`config.mk`:
```
export PLATFORM = sky130hd
export DESIGN_NAME = shadow_pred_issue
export DESIGN_NICKNAME = d
export VERILOG_FILES = /design/src/rtl/spi_pkg.sv /design/src/rtl/spi_pair_detect.sv /design/src/rtl/spi_cond_eval.sv /design/src/rtl/shadow_pred_issue.sv
export SDC_FILE = /design/constraint.sdc
export NUM_CORES = 1
export LEC_CHECK = 0
export ABC_AREA = 1
export BUFFER_PORTS_ARGS = -buffer_cell sky130_fd_sc_hd__buf_2
export CORE_ASPECT_RATIO = 1.75
export CORE_MARGIN = 5
export CORE_UTILIZATION = 33
export DETAILED_ROUTE_END_ITERATION = 10
export MAX_ROUTING_LAYER = met4
export PLACE_DENSITY = 0.79
export SLEW_MARGIN = 20
export SYNTH_ARGS = -nofsm -noshare
export SYNTH_HDL_FRONTEND = slang
export SYNTH_HIERARCHICAL = 1
export SYNTH_SLANG_ARGS = --single-unit
export TNS_END_PERCENT = 10
```
`constraint.sdc`:
```
create_clock -name clk -period 1.7 [get_ports clk]
set_input_delay 0.34 -clock clk [delete_from_list [all_inputs] [get_ports clk]]
set_output_delay 0.34 -clock clk [all_outputs]
set_load 0.05 [all_outputs]
```
`src/rtl/spi_pkg.sv`:
```
package spi_pkg;

   localparam logic [6:0] OPC_BRANCH = 7'b1100011;
   localparam logic [6:0] OPC_OP     = 7'b0110011;
   localparam logic [6:0] OPC_OPIMM  = 7'b0010011;
   localparam logic [6:0] OPC_LUI    = 7'b0110111;
   localparam logic [6:0] OPC_AUIPC  = 7'b0010111;

   typedef enum logic [2:0] {
      CND_EQ  = 3'b000,
      CND_NE  = 3'b001,
      CND_R2  = 3'b010,
      CND_R3  = 3'b011,
      CND_LT  = 3'b100,
      CND_GE  = 3'b101,
      CND_LTU = 3'b110,
      CND_GEU = 3'b111
   } cond_e;

   function automatic logic cond_supported(input logic [2:0] f3);
      return (f3 != CND_R2) && (f3 != CND_R3);
   endfunction

   function automatic logic is_reg_alu(input logic [6:0] opc);
      return (opc == OPC_OP) || (opc == OPC_OPIMM);
   endfunction

   function automatic logic is_upper_alu(input logic [6:0] opc);
      return (opc == OPC_LUI) || (opc == OPC_AUIPC);
   endfunction

endpackage

```
`src/rtl/spi_pair_detect.sv`:
```
module spi_pair_detect
   import spi_pkg::*;
#(
   parameter int INSTR_W     = 32,
   parameter int BR_OFFSET   = 8,
   parameter bit ALLOW_UPPER = 1'b1
) (
   input  logic [INSTR_W-1:0] slot0,
   input  logic [INSTR_W-1:0] slot1,
   output logic               is_branch,
   output logic               qualify,
   output logic [2:0]         cond,
   output logic [4:0]         shadow_rd
);
   localparam int IMM_W = 13;
   localparam logic [IMM_W-1:0] OFF_ENC = IMM_W'(BR_OFFSET);

   if (INSTR_W != 32) begin : g_bad_width
      $error("spi_pair_detect: INSTR_W must be 32");
   end
   if (BR_OFFSET <= 0 || (BR_OFFSET % 2) != 0 || BR_OFFSET >= 4096) begin : g_bad_off
      $error("spi_pair_detect: BR_OFFSET must be a positive even value below 4096");
   end

   logic [IMM_W-1:0] br_imm;
   logic             shadow_alu;

   assign cond      = slot0[14:12];
   assign br_imm    = {slot0[31], slot0[7], slot0[30:25], slot0[11:8], 1'b0};
   assign is_branch = (slot0[6:0] == OPC_BRANCH) && cond_supported(cond);
   assign shadow_rd = slot1[11:7];

   if (ALLOW_UPPER) begin : g_with_upper
      assign shadow_alu = is_reg_alu(slot1[6:0]) || is_upper_alu(slot1[6:0]);
   end else begin : g_reg_only
      assign shadow_alu = is_reg_alu(slot1[6:0]);
   end

   assign qualify = is_branch && (br_imm == OFF_ENC) && shadow_alu;

endmodule

```
`src/rtl/spi_cond_eval.sv`:
```
module spi_cond_eval
   import spi_pkg::*;
#(
   parameter int XLEN      = 32,
   parameter int CMP_STYLE = 1
) (
   input  logic [XLEN-1:0] op_a,
   input  logic [XLEN-1:0] op_b,
   input  logic [2:0]      cond,
   output logic            taken
);
   if (XLEN < 2) begin : g_bad_xlen
      $error("spi_cond_eval: XLEN must be at least 2");
   end

   logic eq, lt_s, lt_u;

   assign eq = (op_a == op_b);

   if (CMP_STYLE == 1) begin : g_sub
      logic [XLEN:0] diff;
      assign diff = {1'b0, op_a} - {1'b0, op_b};
      assign lt_u = diff[XLEN];
      assign lt_s = (op_a[XLEN-1] ^ op_b[XLEN-1]) ? op_a[XLEN-1] : lt_u;
   end else begin : g_rel
      assign lt_u = (op_a < op_b);
      assign lt_s = ($signed(op_a) < $signed(op_b));
   end

   always_comb begin
      unique case (cond)
         CND_EQ:  taken = eq;
         CND_NE:  taken = !eq;
         CND_LT:  taken = lt_s;
         CND_GE:  taken = !lt_s;
         CND_LTU: taken = lt_u;
         CND_GEU: taken = !lt_u;
         default: taken = 1'b0;
      endcase
   end

endmodule

```
`src/rtl/shadow_pred_issue.sv`:
```
module shadow_pred_issue
   import spi_pkg::*;
#(
   parameter int XLEN        = 32,
   parameter int INSTR_W     = 32,
   parameter int BR_OFFSET   = 8,
   parameter bit ALLOW_UPPER = 1'b1,
   parameter int CMP_STYLE   = 1,
   localparam int INSTR_B    = INSTR_W / 8,
   localparam int STEP_W     = $clog2(2 * INSTR_B + 1)
) (
   input  logic               clk,
   input  logic               rst,
   input  logic               in_valid,
   input  logic [INSTR_W-1:0] slot0_instr,
   input  logic [INSTR_W-1:0] slot1_instr,
   input  logic [XLEN-1:0]    br_op_a,
   input  logic [XLEN-1:0]    br_op_b,
   output logic               pair_issue,
   output logic               alu_wb_en,
   output logic [4:0]         alu_wb_rd,
   output logic               redirect_kill,
   output logic               br_taken,
   output logic [STEP_W-1:0]  pc_step
);
   localparam logic [STEP_W-1:0] ONE_STEP  = STEP_W'(INSTR_B);
   localparam logic [STEP_W-1:0] PAIR_STEP = STEP_W'(2 * INSTR_B);

   if (BR_OFFSET != 2 * INSTR_B) begin : g_bad_cfg
      $error("shadow_pred_issue: BR_OFFSET must skip exactly one instruction");
   end

   logic       is_branch, qualify, taken;
   logic [2:0] cond;
   logic [4:0] shadow_rd;

   spi_pair_detect #(
      .INSTR_W    (INSTR_W),
      .BR_OFFSET  (BR_OFFSET),
      .ALLOW_UPPER(ALLOW_UPPER)
   ) detect_i (
      .slot0    (slot0_instr),
      .slot1    (slot1_instr),
      .is_branch(is_branch),
      .qualify  (qualify),
      .cond     (cond),
      .shadow_rd(shadow_rd)
   );

   spi_cond_eval #(
      .XLEN     (XLEN),
      .CMP_STYLE(CMP_STYLE)
   ) cond_i (
      .op_a (br_op_a),
      .op_b (br_op_b),
      .cond (cond),
      .taken(taken)
   );

   logic pair_d, wb_d;
   assign pair_d = in_valid && qualify;
   assign wb_d   = pair_d && !taken && (shadow_rd != 5'd0);

   always_ff @(posedge clk) begin
      if (rst) begin
         pair_issue    <= 1'b0;
         alu_wb_en     <= 1'b0;
         alu_wb_rd     <= 5'd0;
         redirect_kill <= 1'b0;
         br_taken      <= 1'b0;
         pc_step       <= '0;
      end else begin
         pair_issue    <= pair_d;
         alu_wb_en     <= wb_d;
         alu_wb_rd     <= pair_d ? shadow_rd : 5'd0;
         redirect_kill <= pair_d;
         br_taken      <= in_valid && is_branch && taken;
         pc_step       <= !in_valid ? '0 : (qualify ? PAIR_STEP : ONE_STEP);
      end
   end

   // a taken branch must never let the shadow result through
   assert_taken_blocks_wb_R4: assert property (@(posedge clk) disable iff (rst)
      (pair_issue && br_taken) |-> !alu_wb_en);

   // register zero is never written
   assert_x0_never_written_R5: assert property (@(posedge clk) disable iff (rst)
      alu_wb_en |-> (alu_wb_rd != 5'd0));

   // a paired issue always advances past both instructions
   assert_step_paired_R7: assert property (@(posedge clk) disable iff (rst)
      pair_issue |-> (pc_step == PAIR_STEP));

   // an idle window leaves every output quiet one cycle later
   assert_idle_quiet_R8: assert property (@(posedge clk) disable iff (rst)
      $past(!in_valid) |-> (!pair_issue && !br_taken && pc_step == '0));

   // a pair only forms over an ALU-class shadow instruction
   assert_shadow_is_alu_R2: assert property (@(posedge clk) disable iff (rst)
      $rose(pair_issue) |-> (is_reg_alu($past(slot1_instr[6:0])) ||
                             is_upper_alu($past(slot1_instr[6:0]))));

endmodule

```
Yosys cells after proc, flatten, opt, wreduce, memory -nomap -nowiden
Cells that the tools add are included.
{ "word_totals": {"in_bits": 131, "regBits": 12, "output_inout_bits": 13, "word_cells": 46} }
{ "classes": {"addsub": 1, "bitwise": 3, "n_mux": 3, "reduce_logical": 20, "n_eq_ne": 14} }
{ "ops": {"columns": ["cell", "n"], "rows": [
  ["$sub 32x32->33", 1],
  ["$eq 32x32->1", 1],
  ["$eq 7x5->1 const B", 2],
  ["$eq 7x6->1 const B", 2],
  ["$eq 12x3->1 const B", 1],
  ["$eq 3x3->1 const B", 4],
  ["$logic_and 1x1->1", 9],
  ["$eq 7x7->1 const B", 1],
  ["$ne 3x2->1 const B", 2],
  ["$pmux 1 s6", 1],
  ["$reduce_bool 5->1", 1],
  ["$logic_not 1->1", 4],
  ["$mux 4", 1],
  ["$reduce_or 2->1", 2],
  ["$eq 3x1->1 const B", 1],
  ["$logic_not 3->1", 1],
  ["$logic_or 1x1->1", 3],
  ["$not 1->1", 2],
  ["$mux 1", 1],
  ["$xor 1x1->1", 1]
]} }

Depth between registers and ports, before layout
Gate-level depths: netlist (run 1).
{ "logic_depth": {"word_depth": 8, "depth_mapped": 19} }

Cells and area by module
The synthesis (run 1) kept the hierarchy.
{ "by_module_without_submodules": {"columns": ["mod", "seq_area_each_um2", "n_inst", "area_each_um2", "cells_each"], "rows": [
  ["spi_cond_eval", 0.0, 1, 973.4, 166],
  ["shadow_pred_issue", 200.2, 1, 339.1, 40],
  ["spi_pair_detect", 0.0, 1, 178.9, 34]
]} }

Worst setup path after synthesis (run 1)
No wires, ideal clock.
{ "synth_path": {"kind": "input to register", "from": "input br_op_b[31]", "to": "register alu_wb_en", "cell_stages": 14, "arrival_time_ps": 1626, "slack_ps": 10, "n_path_buf": 0, "path_cell_list": "inv_1 > ha_1 > nand2_1 > nor2_2 > nand2_2 > nor3b_2 > nand2_1 > nand3_1 > nand2_1 > nor2_1 > nand3_1 > inv_1 > nand2_1 > nor2_1"} }
{ "synth_via": {"elab_chain_cells": 7, "elab_cells_between_ends": 11, "classes_between": "add/sub (1); eq/ne (1); mux (2); bitwise (1); reduce/logical (6)"} }
{ "synth_rtl": {"columns": ["element", "line_no", "source"], "rows": [
  ["start: declaration", "shadow_pred_issue.sv:18", "input logic [XLEN-1:0] br_op_b,"],
  ["$sub 32x32->33 / $xor 1x1->1 (equally long branches)", "spi_cond_eval.sv:22, spi_cond_eval.sv:24", null],
  ["$mux 1", "spi_cond_eval.sv:24", "assign lt_s = (op_a[XLEN-1] ^ op_b[XLEN-1]) ? op_a[XLEN-1] : lt_u;"],
  ["$logic_not 1->1", "spi_cond_eval.sv:35", "CND_GE: taken = !lt_s;"],
  ["$pmux 1 s6 *", "spi_cond_eval.sv:31", "unique case (cond)"],
  ["via taken", "shadow_pred_issue.sv:33", "logic is_branch, qualify, taken;"],
  ["$logic_not 1->1 *", "shadow_pred_issue.sv:62", "assign wb_d = pair_d && !taken && (shadow_rd != 5'd0);"],
  ["$logic_and 1x1->1 * (2 in series)", "shadow_pred_issue.sv:62", null],
  ["end signal: assignment", "shadow_pred_issue.sv:74", "alu_wb_en <= wb_d;"],
  ["end: declaration", "shadow_pred_issue.sv:20", "output logic alu_wb_en,"]
]} }
Mark *: on every way through the listed nets, which the timed path passes. The rest lies on a longest branch.
A chain may end at the register's enable or synchronous reset.

Final worst setup path (run 1)
{ "layout_path": {"from": "input br_op_b[4]", "to": "register alu_wb_en"} }
{ "layout_via": {"elab_chain_cells": 7, "elab_cells_between_ends": 10, "classes_between": "add/sub (1); eq/ne (1); mux (2); reduce/logical (6)"} }
{ "layout_rtl": {"columns": ["element", "line_no", "source"], "rows": [
  ["$sub 32x32->33", "spi_cond_eval.sv:22", "assign diff = {1'b0, op_a} - {1'b0, op_b};"],
  ["$mux 1", "spi_cond_eval.sv:24", null],
  ["$logic_not 1->1", "spi_cond_eval.sv:35", null],
  ["$pmux 1 s6 *", "spi_cond_eval.sv:31", null],
  ["via taken", "shadow_pred_issue.sv:33", null],
  ["$logic_not 1->1 *", "shadow_pred_issue.sv:62", null],
  ["$logic_and 1x1->1 * (2 in series)", "shadow_pred_issue.sv:62", null]
]} }
Marked as above.

==> impl_metrics.ini, run 1 <==
[status]
status = complete, no violations

[final_layout]
drive_gt1_frac = 0.486
antenna_cells = 0
final_cells = 397
fin_nets = 510
area_growth_pct = 62.1
fillers = 422
final_common_cell = buf_2
finish.utilization = 0.549
final_cell_mix = buf_2, inv_1, nand2_1

[synth]
netlist_area_um2 = 1490
synth_cell_types = 24
synth.top_cells.by_area = ha_1, inv_1, dfxtp_1
yosys.area_share.simple = 0.318
ys_warn_count = 6
ys_ff_latch = 10
synthAdderAreaFrac = 0.268
synth_compound_area_frac = 0.0780
syn_avg_cell_area_um2 = 6.21
synth_cells = 240
synth_mux_area_frac = 0
seq_area_frac_synth = 0.134
synth_top_cell_by_area = ha_1
synth_top_family_by_area = simple AND/OR/NAND/NOR gates
synthXorXnorAreaFrac = 0
yosys.area.top_type_share = 0.268

[floorplan]
fp.coreArea_um2 = 4400
die_x_um = 60.8
boundaryPins = 144
die_area_um2 = 6020
fp.dieH_um = 98.9
start_util = 0.339
rows = 32

[detailed_routing]
route.met3.wl_um = 511
wl_met2_mm = 2.35
top_layer = met4
ant_nets = 0
drtPass1Iterations = 4
route.final.wire_length_mm = 4.33
drtIter0Drc = 38
via_per_inst = 4.49
wirelength_met1_mm = 1.42
wl_per_cell_um = 10.9
drc = 0
vias = 1782

[pwr]
powerDensity_nw_per_um2 = 415
leakage_uw = 0.00140
ir_worst_vdd_v = 0.000563
power_uw = 1000
sequentialPowerShare = 0.236
p_sw_uw = 320
p_sw_frac = 0.319
power_frac_comb = 0.468
cell_internal_pwr_uw = 684
power_frac_clock = 0.297

[sta]
setup_slack_ps = 43.0
setup_viol = 0
hold_viol = 0
rsz0062_at_grt = true
finalMaxSlewViolations = 0
fmax_mhz = 603
finalCritPeriodShare = 0.975
period_minus_slack_ps = 1660

[setup_path]
path_class = in -> reg
startpoint_type = primary input
worst-endpoint-arrival_ps = 1840
critPathMaxFanout = 2
critPathCaptureType = flop
cp.required_ps = 1880

[worst_hold_path]
hp-class = in -> reg
whs_path_depth = 2

[clock_network]
cts.htree.levels = 1
cts-root-buf = clkbuf_8
cts_tree = done
clk_transition_reported_paths_ps = 50
cts-buffers-inserted = 3
cts_buffer_depth = 2
clock_sinks = 10

[global_route]
grt_pass1_vias = 1652
grt_pass1_wl_mm = 5.70
grt_max_degree = 7
overflow = 0
antenna_found_initial = 0
grtUsageTotal = 0.120

[placed_design]
place_hpwl_mm = 3.48
pre_cts_slack_ps = -330
place.gp.congestion = 0.778
place_inst = 393
numPortBuffers = 109

[job]
maxCapViolations = 0
## cell usage after synthesis
master and instances:
nor2_1 30, nand4_1 1, nand3b_1 2, inv_2 1
o21a_1 2, nand2_2 2, or2_0 1, buf_4 11
a21oi_2 1, a21o_1 1, nor2_4 1, nand2_1 53
a21oi_1 14, nor3_1 3, and3_2 1, inv_1 56
dfxtp_1 10, conb_1 1, ha_1 32, nand3_1 9
o21ai_0 2, o21ai_1 1, nor2_2 3, nor3b_2 2
## what timing repair did
| item | in CTS | in global routing |
|---|---|---|
| setup endpoints to repair | 2 | 2 |
| setup buffers | 0 | 0 |
| resized for setup | 5 | 54 |
| hold buffers | 0 | 0 |
| pin swaps | 4 | 27 |
## final cells by class
cell class | instances | area, µm² | area share
Timing Repair Buffer | 112 | 631 | 0.261
Inverter | 57 | 216 | 0.0895
Multi-Input combinational cell | 163 | 1250 | 0.518
Tap cell | 51 | 63.8 | 0.0264
Sequential cell | 10 | 200 | 0.0828
Clock buffer | 4 | 55.1 | 0.0228
## path summary, 6_finish.rpt
path / from / end / slack, ps
worst min-delay path: rst / pc_step[3] / 320
worst max-delay path: br_op_b[4] / alu_wb_en / 40
## worst max-delay path, stage by stage
cell and delay [ps]:
buf_6 70, inv_2 40, ha_4 270, nand2_4 60, nor2_4 100, nand4_1 120
nor2_2 150, nand2_2 70, nand2_1 60, o21ai_1 50, inv_1 50, nand2_1 50
nor2_1 120, nand3_2 110, inv_2 60, nand2_1 50, nor2_1 80
## kinds of logic (layout without fill, tap and decap cells)
| group | after synthesis | count (layout) |
|---|---|---|
| adders and majority gates | 32 | 32 |
| AOI/OAI and AO/OA | 21 | 21 |
| DFF | 10 | 10 |
| other | 1 | 2 |
| and+or+nand+nor | 108 | 108 |
| buffers and inverters | 68 | 173 |
## through the flow
stage / hold WS, ps / instance area [µm²] / TNS (ps)
finish: 321 / 2420 / 0
global route: 320 / 2420 / -146
CTS: 318 / 2130 / 0
detailed placement: 564 / 2040 / -606
global placement: 561 / 2040 / -564
floorplan: 412 / 1500 / 0
## layer usage
metal  GRT usage  vias up
met5           -        -
met4      0.0250        0
met3      0.0249        4
met2       0.241       91
met1       0.108      752
li1            -      935
## registers in the layout, indices dropped and copies added, names as in the netlist
signal and flops:
alu_wb_rd 5, redirect_kill 1, br_taken 1, pc_step 2, alu_wb_en 1
## power by group through the flow
stage                     sequential, µW  clock [µW]  combinational [µW]
final                                237         298                 469
after floorplan                      246           0                 211
after CTS                            236         303                 372
after global routing                 236         316                 525
after global placement               241           0                 349
after detailed placement             241           0                 360
No activity file was read; power rests on OpenSTA's default activity.
==> inputs of run 2 (changes only) <==
- RECOVER_POWER: default -> 50
==> run 2 against run 1 <==
Final area shrank 0.31%. Non-clock buffer count is the same. Die area is the same. Critical endpoint unchanged. Largest cell class unchanged.
==> impl_metrics.ini, run 2 (same netlist as run 1, synthesis figures left out) <==
[clock_network]
cts_tree = done
cts.htree.levels = 1
clock_sinks = 10
cts_buffer_depth = 2
clk_transition_reported_paths_ps = 50
cts-buffers-inserted = 3
cts-root-buf = clkbuf_8

[final_layout]
largest_register_ffs = 5
fin_nets = 510
final_common_cell = buf_2
final_cells = 397
top_regs = alu_wb_rd x5, pc_step x2
antenna_cells = 0
area_growth_pct = 61.6
drive_gt1_frac = 0.468
final_cell_mix = buf_2, inv_1, nand2_1
regMostFlops = alu_wb_rd

[setup_path]
cp_num_cells = 17
slowest_stage = ha_4
crit_chain = buf_6, inv_2, ha_4, nand2_4, nor2_4, nand4_1, nor2_2, nand2_2, nand2_1, o21ai_1, inv_1, nand2_1, nor2_1, nand3_2, inv_2, nand2_1, nor2_1
worst-path-buf-inv = 4
critPathCaptureType = flop
critPathMaxStageDelay_ps = 270
cp.required_ps = 1880
critPathMaxFanout = 2
cp_top_family = simple AND/OR/NAND/NOR gates
startpoint_type = primary input
path_class = in -> reg
worst-endpoint-arrival_ps = 1830
critical_path.most_common_cell = nand2_1

[job]
maxCapViolations = 0

[floorplan]
fp.coreArea_um2 = 4400
fp.dieH_um = 98.9
die_area_um2 = 6020
boundaryPins = 144
die_x_um = 60.8
rows = 32
start_util = 0.339

[detailed_routing]
drc = 0
ant_nets = 0
via_per_inst = 4.47
wl_per_cell_um = 10.9
route.final.wire_length_mm = 4.32
drtPass1Iterations = 3
drtIter0Drc = 43
vias = 1773

[sta]
setup_slack_ps = 49.2
finalCritPeriodShare = 0.971
finalMaxSlewViolations = 0
worst-slew-pin-transition_ps = 619
hold_viol = 0
rsz0062_at_grt = true
slew-limit-headroom = 0.589
period_minus_slack_ps = 1650
setup_viol = 0
fmax_mhz = 606

[global_route]
grt_pass1_vias = 1652
antenna_found_initial = 0
overflow = 0
grt_max_degree = 7
grtUsageTotal = 0.120
grt_pass1_wl_mm = 5.70

[placed_design]
place_inst = 393
pre_cts_slack_ps = -330
place_hpwl_mm = 3.48
numPortBuffers = 109
place.gp.congestion = 0.778

[pwr]
leakage_uw = 0.00138
ir_worst_vdd_v = 0.000598
powerDensity_nw_per_um2 = 417
power_uw = 1000

[worst_hold_path]
whs_path_depth = 2
hp-class = in -> reg

[status]
status = complete, no violations
==> run 2: cell count changes in the layout (fill, tap and decap cells not counted), sizes merged <==
cell	before	now
buf	112	106
clkbuf	4	10
==> run 2: area by class of cell <==
cell class,count,area [µm²]
fill,424,1990
multi-input combinational,163,1250
timing repair buffer,112,623
inverter,57,216
sequential,10,200
tap,51,63.8
clock buffer,4,55.1
==> run 2: final timing paths <==
path / slack, ps / to / start
max: 50 / alu_wb_en / br_op_b[4]
min: 320 / pc_step[3] / rst
==> run 2: routing by layer <==
metal,share of wire,global-route usage,wire length (µm),vias to the layer above
met3,0.12,0.0249,506,4
li1,-,-,-,935
met1,0.33,0.108,1410,747
met5,0,-,0,-
met4,0.011,0.0250,46,0
met2,0.54,0.241,2350,87
==> run 2: power breakdown <==
part	total [µW]	leakage [µW]	internal [µW]	switching (µW)
clock network	299	0.0000288	204	94.8
logic	469	0.00127	244	225
registers	237	0.0000808	236	0.306
==> run 2: what timing repair did <==
action | in CTS | in global routing
buffers inserted | 0 | 0
resized for setup | 5 | 54
pin swaps | 4 | 27
setup endpoints to repair | 2 | 2
hold buffers | 0 | 0
endpoints found under the hold margin | 0 | 0
==> run 2: stage by stage <==
| step | util | TNS (ps) | instance area [µm²] | hold WS, ps |
|---|---|---|---|---|
| floorplan | - | 0 | 1500 | 412 |
| global placement | 0.464 | -564 | 2040 | 561 |
| detailed placement | 0.464 | -606 | 2040 | 564 |
| CTS | 0.483 | 0 | 2130 | 318 |
| global route | 0.547 | -146 | 2410 | 320 |
| finish | 0.547 | 0 | 2410 | 321 |
==> inputs of run 3 (changes only) <==
- CORE_UTILIZATION: 33 -> 34
- CTS_BUF_LIST: default -> sky130_fd_sc_hd__clkbuf_8
- PLACE_DENSITY: 0.79 -> 0.81
==> run 3 against run 2 <==
Setup slack better by 4.5 ps. Sequential power is essentially flat. Maximum frequency is 0.28% higher. Hold slack barely moved.
==> impl_metrics.ini, run 3 (same netlist as run 1, synthesis figures left out) <==
[final_layout]
drive_gt1_frac = 0.565
final_common_cell = buf_2
top_regs = alu_wb_rd x5, pc_step x2
largest_register_ffs = 5
area_growth_pct = 75.8
regMostFlops = alu_wb_rd
post-route-cell-area_um2 = 2620
fin_nets = 511
antenna_cells = 0
final_cell_mix = buf_2, inv_1, nand2_1
fillers = 358

[sta]
finalCritPeriodShare = 0.968
setup_viol = 0
hold_viol = 0
finalMaxSlewViolations = 0
fmax_mhz = 607
rsz0062_at_grt = true
period_minus_slack_ps = 1650
setup_slack_ps = 53.7

[setup_path]
worst-endpoint-arrival_ps = 1820
critPathMaxFanout = 2
cp.required_ps = 1880
critPathCaptureType = flop
path_class = in -> reg
startpoint_type = primary input

[detailed_routing]
via_per_inst = 4.55
ant_nets = 0
drtPass1Iterations = 4
route.final.wire_length_mm = 4.67
drc = 0
wl_per_cell_um = 11.7
vias = 1811
drtIter0Drc = 76

[clock_network]
cts.htree.levels = 1
cts-buffers-inserted = 3
clock_sinks = 10
cts-root-buf = clkbuf_8
cts_hold_buffers = 0
cts_tree = done
cts_buffer_depth = 2
clk_transition_reported_paths_ps = 50

[floorplan]
rows = 32
start_util = 0.345
fp.dieH_um = 97.6
die_x_um = 60.1
fp.coreArea_um2 = 4320
boundaryPins = 144
die_area_um2 = 5860

[global_route]
grtUsageTotal = 0.135
overflow = 0
grt_pass1_wl_mm = 6.30
antenna_found_initial = 0
grt_pass1_vias = 1846
grt_max_degree = 7

[pwr]
leakage_uw = 0.00145
ir_worst_vdd_v = 0.000505
power_uw = 1070
powerDensity_nw_per_um2 = 409

[status]
status = complete, no violations

[placed_design]
place.gp.congestion = 0.851
dpl_cell_area_um2 = 2040
pre_cts_slack_ps = -292
place_hpwl_mm = 3.65
numPortBuffers = 109

[worst_hold_path]
hp-class = in -> reg

[job]
maxCapViolations = 0
[run 3: cell types whose count changed in the layout (fill, tap and decap cells not counted), sizes merged]
cell    delta
buf        +7
clkbuf     -6
[run 3: worst paths after layout]
check / startpoint / slack (ps) / depth (start not counted) / to
worst max-delay path: br_op_b[4] / 50 / 17 / alu_wb_en
worst min-delay path: rst / 320 / 2 / pc_step[3]
[run 3: area by class of cell]
type	instances	area, µm²	area share
Clock buffer	4	55.1	0.0210
Multi-Input combinational cell	163	1450	0.554
Sequential cell	10	200	0.0763
Inverter	57	216	0.0825
Timing Repair Buffer	113	634	0.242
Tap cell	51	63.8	0.0243
[run 3: layer usage]
metal / vias to the layer above / routed length [µm] / track usage / share of wire
met5: - / 0 / - / 0
met4: 0 / 59 / 0.0478 / 0.013
met3: 8 / 522 / 0.0226 / 0.11
met2: 98 / 2520 / 0.266 / 0.54
met1: 769 / 1570 / 0.117 / 0.34
li1: 936 / - / - / -
[run 3: timing repair]
item / 4_1_cts / 5_1_grt
pin swaps: 4 / 43
gates resized for setup: 2 / 90
endpoints found under the setup margin: 2 / 2
setup buffers: 0 / 2
[run 3: where the power goes]
part           internal (µW)  total [µW]  switching [µW]  leakage, µW
sequential               236         236           0.191    0.0000808
clock                    204         297            93.3    0.0000288
combinational            277         540             263      0.00134
[run 3: metrics by stage]
step	std cells	hold WS [ps]	utilization	TNS (ps)
after global routing	398	321	0.606	-153
after floorplan	241	412	-	0
after CTS	396	319	0.487	0
after detailed placement	392	562	0.471	-552
final	398	321	0.606	0
after global placement	392	561	0.471	-499
[run 3: critical path: stages]
cell,delay [ps]
buf_2,90
inv_1,50
ha_4,260
nand2_2,60
nor2_4,80
nand4_1,120
nor2_1,130
nand2_1,80
nand2_1,70
o21ai_1,50
inv_1,50
nand2_1,50
nor2_2,110
nand3_2,110
inv_2,60
nand2_2,40
nor2_1,70
